--- src/rtl/sad_pkg.sv ---
package sad_pkg;
   localparam int CH_RIGHT = 0;   // index of the right channel, frame sync low
   localparam int CH_LEFT  = 1;   // index of the left channel, frame sync high
   localparam int NUM_CH   = 2;
endpackage

--- src/rtl/sad_frame_track.sv ---
// Tracks frame-sync transitions and counts the bits of the open word.
module sad_frame_track #(
   parameter int WORD_W = 16
) (
   input  logic clk_i,
   input  logic rst_n_i,
   input  logic fsync_i,
   output logic fs_edge_o,
   output logic take_bit_o,
   output logic word_done_o,
   output logic short_word_o,
   output logic active_o
);
   localparam int CW = $clog2(WORD_W + 1);
   localparam logic [CW-1:0] FULL = CW'(WORD_W);
   localparam logic [CW-1:0] LAST = CW'(WORD_W - 1);

   logic          fs_q;
   logic          armed_q;
   logic [CW-1:0] cnt_q;

   assign fs_edge_o    = fsync_i != fs_q;
   assign take_bit_o   = fs_edge_o || (armed_q && (cnt_q < FULL));
   assign word_done_o  = !fs_edge_o && armed_q && (cnt_q == LAST);
   assign short_word_o = fs_edge_o && armed_q && (cnt_q != FULL);
   assign active_o     = armed_q || fs_edge_o;

   always_ff @(posedge clk_i) begin
      fs_q <= fsync_i;   // reset also samples the level, so no false edge follows
      if (!rst_n_i) begin
         armed_q <= 1'b0;
         cnt_q   <= '0;
      end else if (fs_edge_o) begin
         armed_q <= 1'b1;
         cnt_q   <= CW'(1);
      end else if (take_bit_o) begin
         cnt_q   <= cnt_q + 1'b1;
      end
   end

   // the counter saturates at the word length, so extra bits are dropped
   a_r7_cnt_bound: assert property (@(posedge clk_i) disable iff (!rst_n_i)
      cnt_q <= FULL);
endmodule

--- src/rtl/sad_shift_word.sv ---
// MSB-first shift register; word_o already includes the bit being sampled.
module sad_shift_word #(
   parameter int WORD_W = 16
) (
   input  logic              clk_i,
   input  logic              rst_n_i,
   input  logic              take_bit_i,
   input  logic              sdata_i,
   output logic [WORD_W-1:0] word_o
);
   logic [WORD_W-1:0] sh_q;

   assign word_o = {sh_q[WORD_W-2:0], sdata_i};

   always_ff @(posedge clk_i) begin
      if (!rst_n_i)        sh_q <= '0;
      else if (take_bit_i) sh_q <= word_o;
   end
endmodule

--- src/rtl/sad_ser_steer.sv ---
// Routes the shared data line to one of two per-channel serial outputs.
module sad_ser_steer (
   input  logic clk_i,
   input  logic rst_n_i,
   input  logic active_i,
   input  logic fsync_i,
   input  logic sdata_i,
   output logic left_ser_o,
   output logic right_ser_o
);
   always_ff @(posedge clk_i) begin
      if (!rst_n_i) begin
         left_ser_o  <= 1'b0;
         right_ser_o <= 1'b0;
      end else begin
         left_ser_o  <= active_i &&  fsync_i && sdata_i;
         right_ser_o <= active_i && !fsync_i && sdata_i;
      end
   end

   // only one channel output may carry data in any cycle
   a_r3_ser_exclusive: assert property (@(posedge clk_i) disable iff (!rst_n_i)
      !(left_ser_o && right_ser_o));
endmodule

--- src/rtl/stereo_ser_demux.sv ---
module stereo_ser_demux #(
   parameter int WORD_W = 16
) (
   input  logic              bclk_i,
   input  logic              rst_n_i,
   input  logic              fsync_i,
   input  logic              sdata_i,
   output logic              left_ser_o,
   output logic              right_ser_o,
   output logic              latch_o,
   output logic              frame_err_o,
   output logic [WORD_W-1:0] left_word_o,
   output logic [WORD_W-1:0] right_word_o
);
   import sad_pkg::*;

   generate
      if (WORD_W < 2 || WORD_W > 32) begin : g_bad_width
         $error("stereo_ser_demux: WORD_W must be in 2..32");
      end
   endgenerate

   logic              fs_edge, take_bit, word_done, short_word, active;
   logic [WORD_W-1:0] word;
   logic [WORD_W-1:0] stage_q [NUM_CH];
   logic              left_ok_q;

   sad_frame_track #(.WORD_W(WORD_W)) track_i (
      .clk_i(bclk_i), .rst_n_i(rst_n_i), .fsync_i(fsync_i),
      .fs_edge_o(fs_edge), .take_bit_o(take_bit), .word_done_o(word_done),
      .short_word_o(short_word), .active_o(active));

   sad_shift_word #(.WORD_W(WORD_W)) shift_i (
      .clk_i(bclk_i), .rst_n_i(rst_n_i), .take_bit_i(take_bit),
      .sdata_i(sdata_i), .word_o(word));

   sad_ser_steer steer_i (
      .clk_i(bclk_i), .rst_n_i(rst_n_i), .active_i(active),
      .fsync_i(fsync_i), .sdata_i(sdata_i),
      .left_ser_o(left_ser_o), .right_ser_o(right_ser_o));

   // one staging register per channel, loaded when that channel's word completes
   for (genvar c = 0; c < NUM_CH; c++) begin : g_stage
      always_ff @(posedge bclk_i) begin
         if (!rst_n_i)
            stage_q[c] <= '0;
         else if (word_done && (fsync_i == 1'(c)))
            stage_q[c] <= word;
      end
   end

   always_ff @(posedge bclk_i) begin
      if (!rst_n_i) begin
         left_ok_q    <= 1'b0;
         latch_o      <= 1'b0;
         frame_err_o  <= 1'b0;
         left_word_o  <= '0;
         right_word_o <= '0;
      end else begin
         frame_err_o <= short_word;
         latch_o     <= word_done && !fsync_i && left_ok_q;
         if (fs_edge && fsync_i)
            left_ok_q <= 1'b0;
         else if (word_done)
            left_ok_q <= fsync_i;
         if (latch_o) begin
            left_word_o  <= stage_q[CH_LEFT];
            right_word_o <= stage_q[CH_RIGHT];
         end
      end
   end

   // the strobe never lasts longer than one bit clock
   a_r4_latch_single: assert property (@(posedge bclk_i) disable iff (!rst_n_i)
      latch_o |=> !latch_o);
   // the parallel outputs move only at the edge ending a strobe
   a_r5_outputs_hold: assert property (@(posedge bclk_i) disable iff (!rst_n_i)
      (!$past(latch_o) && $past(rst_n_i)) |-> ($stable(left_word_o) && $stable(right_word_o)));
   // a short word never comes with a strobe
   a_r6_no_latch_on_err: assert property (@(posedge bclk_i) disable iff (!rst_n_i)
      frame_err_o |-> !latch_o);
endmodule

--- config.mk ---
export PLATFORM = sky130hd
export DESIGN_NAME = stereo_ser_demux
export DESIGN_NICKNAME = d
export VERILOG_FILES = /design/src/rtl/sad_pkg.sv /design/src/rtl/sad_frame_track.sv /design/src/rtl/sad_shift_word.sv /design/src/rtl/sad_ser_steer.sv /design/src/rtl/stereo_ser_demux.sv
export SDC_FILE = /design/constraint.sdc
export NUM_CORES = 1
export LEC_CHECK = 0
export BUFFER_PORTS_ARGS = -buffer_cell sky130_fd_sc_hd__buf_2
export CAP_MARGIN = 25
export CELL_PAD_IN_SITES_DETAIL_PLACEMENT = 1
export CELL_PAD_IN_SITES_GLOBAL_PLACEMENT = 1
export CORE_MARGIN = 5
export CORE_UTILIZATION = 45
export CTS_BUF_LIST = sky130_fd_sc_hd__clkbuf_4 sky130_fd_sc_hd__clkbuf_8
export DETAILED_ROUTE_END_ITERATION = 8
export PLACE_DENSITY = 0.72
export SYNTH_ARGS = -nofsm -noshare
export SYNTH_HDL_FRONTEND = slang
export SYNTH_HIERARCHICAL = 1
export SYNTH_SLANG_ARGS = --single-unit
--- constraint.sdc ---
create_clock -name bclk_i -period 2.9 [get_ports bclk_i]
set_input_delay 0.58 -clock bclk_i [delete_from_list [all_inputs] [get_ports bclk_i]]
set_output_delay 0.58 -clock bclk_i [all_outputs]
set_load 0.01 [all_outputs]
==> out/metrics.yaml <==
status:
  status: "finished clean"
critical_path:
  critical_path.reg2reg.startpoint: "track_i/cnt_q[1]"
  cp_max_stage_cell: "sky130_fd_sc_hd__dfxtp_1"
  critical_path_peak_fanout: 9
  crit_path_max_incr_delay_ns: 0.40
  cp_common_cell: "sky130_fd_sc_hd__ha_1"
  timing.setup.critical_path_class: "reg -> reg"
  critical_path_required_ns: 2.95
  launching_element_type_of_the_critical_path: "flop"
  worst_setup_path_endpoint: "stage_q[0][14]"
  critical_path_arrival_ns: 2.07
  rr_endpoint: "stage_q[0][14]"
  family_of_cells_with_the_greatest_summed_delay_on_the_critical_path: "simple AND/OR/NAND/NOR gates"
  crit_path_start: "track_i/cnt_q[1]"
  crit_buf_inv: 1
  end_kind: "flop"
  path_depth: 7
  ff2ff_setup_slack_ns: 0.88
  path_cells: "ha_1, and3_1, ha_1, and3_2, nand2b_1, nand2_1, buf_4"
  worstRegToRegCells: 7
grt:
  maximum_number_of_pins_on_one_net_before_global_route_repair: 73
  grt_first_pass_wirelength_um: 10560
  global_route.overflow_total: 0
  grt_antenna_before_repair: 0
  grtUsageTotal_pct: 13.47
  grt_pass1_vias: 2184
pwr:
  power_switching_w: 0.0004910
  power_frac_seq_pct: 61.7
  leakage_nw: 1.460
  vdd_ir_drop_max_v: 0.0002272
  power.density_nw_per_um2: 557.1
  power.internal_w: 0.001702
  swShare_pct: 22.39
  p_comb_share_pct: 4.4
  clock_power_share_pct: 33.9
clock_network:
  clock_tree.buffer_depth: 2
  clk_root_buffer_cell: "sky130_fd_sc_hd__clkbuf_8"
  numClockSinks: 91
  cts_tree: "done"
  number_of_cells_upsized_or_downsized_after_cts: 0
  cts_setup_buffers: 0
  clk_latency_ns: 0.34
  clkSlewWorstSetupHoldPaths_ns: 0.08
  post_cts_hold_buffer_count: 0
  clock_tree.htree_level_count: 3
  cts_buffers: 9
logic_synthesis:
  post_synthesis_adder_cell_area_fraction_pct: 1.056
  post_synth_inst_count: 291
  synth_top_family_by_area: "simple AND/OR/NAND/NOR gates"
  synth_seq_area_share_pct: 60.28
  netlist-cell-type-count: 33
  synthesis.area_sq_um: 3553
  synth.mux.area_fraction_pct: 13.52
  syn_area_per_cell_sq_um: 12.21
  mappedNetlistNets: 298
  synth-compound-area-share_pct: 1.268
  synthMostInstantiatedCell: "sky130_fd_sc_hd__dfxtp_1"
  yosys.area_share.simple_pct: 17.99
  postSynth.asyncResetShare_pct: 0
  synthDominantCellAreaShare_pct: 33.24
  synth_warnings: 6
  yosysTopAreaCell: "sky130_fd_sc_hd__dfxtp_1"
  synth.cells.most_frequent: "sky130_fd_sc_hd__dfxtp_1, sky130_fd_sc_hd__mux2i_1, sky130_fd_sc_hd__nor2b_1"
  synth-main-ff-cell: "sky130_fd_sc_hd__dfxtp_1"
  synthXorXnorAreaFrac_pct: 0.7394
  synthTopCellsByArea: "sky130_fd_sc_hd__dfxtp_1, sky130_fd_sc_hd__edfxtp_1, sky130_fd_sc_hd__mux2i_1, sky130_fd_sc_hd__nor2b_1, sky130_fd_sc_hd__nor2_1"
  synth-edff-count: 32
  yosys_register_bits: 91
drt:
  detail_route.iter0.violations: 46
  route.detailed.drc: 0
  average_routed_wire_per_standard_cell_um: 14.55
  ant_nets: 0
  routed_wirelength_um: 6373
  post_detailed_route_via_to_cell_ratio: 4.829
  detailedRoute.firstPassIterationCount: 4
  route.vias.total: 2115
final_layout:
  final_net_count: 338
  drive_gt1_share_pct: 22.92
  flow.area_growth_from_synthesis_pct: 10.77
  final_core_util_pct: 50.94
  antenna_cells_inserted: 0
sta:
  slew_headroom_pct: 59.90
  max_clock_freq_mhz: 495.8
  drv_slew: 0
  report.final.hold_viol_count: 0
  min_period_over_period_pct: 69.55
  period_minus_slack_ns: 2.017
  tns_ns: 0
  setup_repair_after_global_routing_missed_its_margin: "no"
  timing.clock.skew_ns: 0.008771
  finalSetupViolCount: 0
  tightestPinTransition_ns: 0.6015
floorplanning:
  floorplan.rows: 32
  start_util_pct: 45.98
  design.core.area_sq_um: 7727
  boundaryPins: 40
  floorplan_die_width_um: 98.86
  die_area_sq_um: 9773
  die-height_um: 98.86
placed_design:
  place_congestion: 0.7058
  io_buffer_count: 39
  hpwlAfterDp_um: 4384
job:
  maxCapViolCount: 0
worst_hold_path:
  min-delay-path-class: "reg -> reg"
-- routing by layer --
| layer | share of wire, % | vias up | track usage, % |
|---|---|---|---|
| met1 | 48 | 1024 | 17.12 |
| met2 | 47 | 37 | 22.52 |
| li1 | - | 1044 | - |
| met3 | 3.8 | 10 | 2.619 |
| met4 | 1.2 | 0 | 5.357 |
| met5 | 0 | - | 0 |
-- worst min path at each step --
stage,startpoint,endpoint,slack (ns),depth (start not counted)
finish,left_ok_q,latch_o,0.43,2
floorplan,left_ok_q,latch_o,0.41,2
CTS,fsync_i,track_i/fs_q,0.42,1
global route,fsync_i,track_i/fs_q,0.43,1
global placement,left_ok_q,latch_o,0.41,2
detailed placement,left_ok_q,latch_o,0.42,2
-- kinds of logic after synthesis --
kind of cell	Yosys count
xor gates and xnor gates	3
AOI/OAI and AO/OA	6
DFF	91
buffers and inverters	21
adders and majority gates	3
and+or+nand+nor	119
muxes	48
-- worst register-to-register path: cells and delay by family, from the launching register on --
kind,cells,cell delay [ns]
adders and majority gates,2,0.33
buffers and inverters,1,0.26
DFF,1,0.40
and+or+nand+nor,4,0.74
-- metrics by stage --
step           cells  area (sq um)  hold slack, ns  total power [W]  setup WS, ns
4_1_cts          438          3936          0.4194         0.002229        0.8744
2_1_floorplan    291          3553          0.4099         0.001460        0.6749
3_5_place_dp     422          3762          0.4150         0.001481        0.5353
3_3_place_gp     422          3762          0.4145         0.001479        0.6266
6_report         438          3936          0.4269         0.002193        0.8830
5_1_grt          438          3936          0.4261         0.002296        0.7498
-- cell type report --
type | instances | area (sq um)
clock buffers | 10 | 131.4
clock inverters | 6 | 42.54
fillers | 810 | 3791
inverters | 4 | 15.01
multi-input cells | 179 | 1229
flip-flops and latches | 91 | 2143
well taps | 102 | 127.6
repair buffers | 46 | 247.7
-- state kept, by name (all words and copies together), names as in the netlist --
register / cells
frame_err_o: 1
latch_o: 1
left_ok_q: 1
left_word_o: 16
right_word_o: 16
shift_i/sh_q: 15
stage_q: 32
steer_i/left_ser_o: 1
steer_i/right_ser_o: 1
track_i/armed_q: 1
track_i/cnt_q: 5
track_i/fs_q: 1
-- placed cells by master (no fill, tap or decap), types with 3 or more instances in the layout --
master                      n
sky130_fd_sc_hd__buf_2     39
sky130_fd_sc_hd__nor2_1    26
sky130_fd_sc_hd__nor2b_1   47
sky130_fd_sc_hd__nand2_1   24
sky130_fd_sc_hd__mux2i_1   48
sky130_fd_sc_hd__inv_1      4
sky130_fd_sc_hd__nor2_2     9
sky130_fd_sc_hd__buf_4      7
sky130_fd_sc_hd__edfxtp_1  32
sky130_fd_sc_hd__clkbuf_8   9
sky130_fd_sc_hd__dfxtp_1   58
sky130_fd_sc_hd__ha_1       3
-- power by group through the flow --
stage               Sequential (W)  Clock (W)  Combinational [W]
finish                     0.00135   0.000744          0.0000960
global route               0.00136   0.000836           0.000105
CTS                        0.00135   0.000778          0.0000980
detailed placement         0.00138          0          0.0000979
global placement           0.00138          0          0.0000963
floorplan                  0.00138          0          0.0000808
No activity file was read; power rests on OpenSTA's default activity.
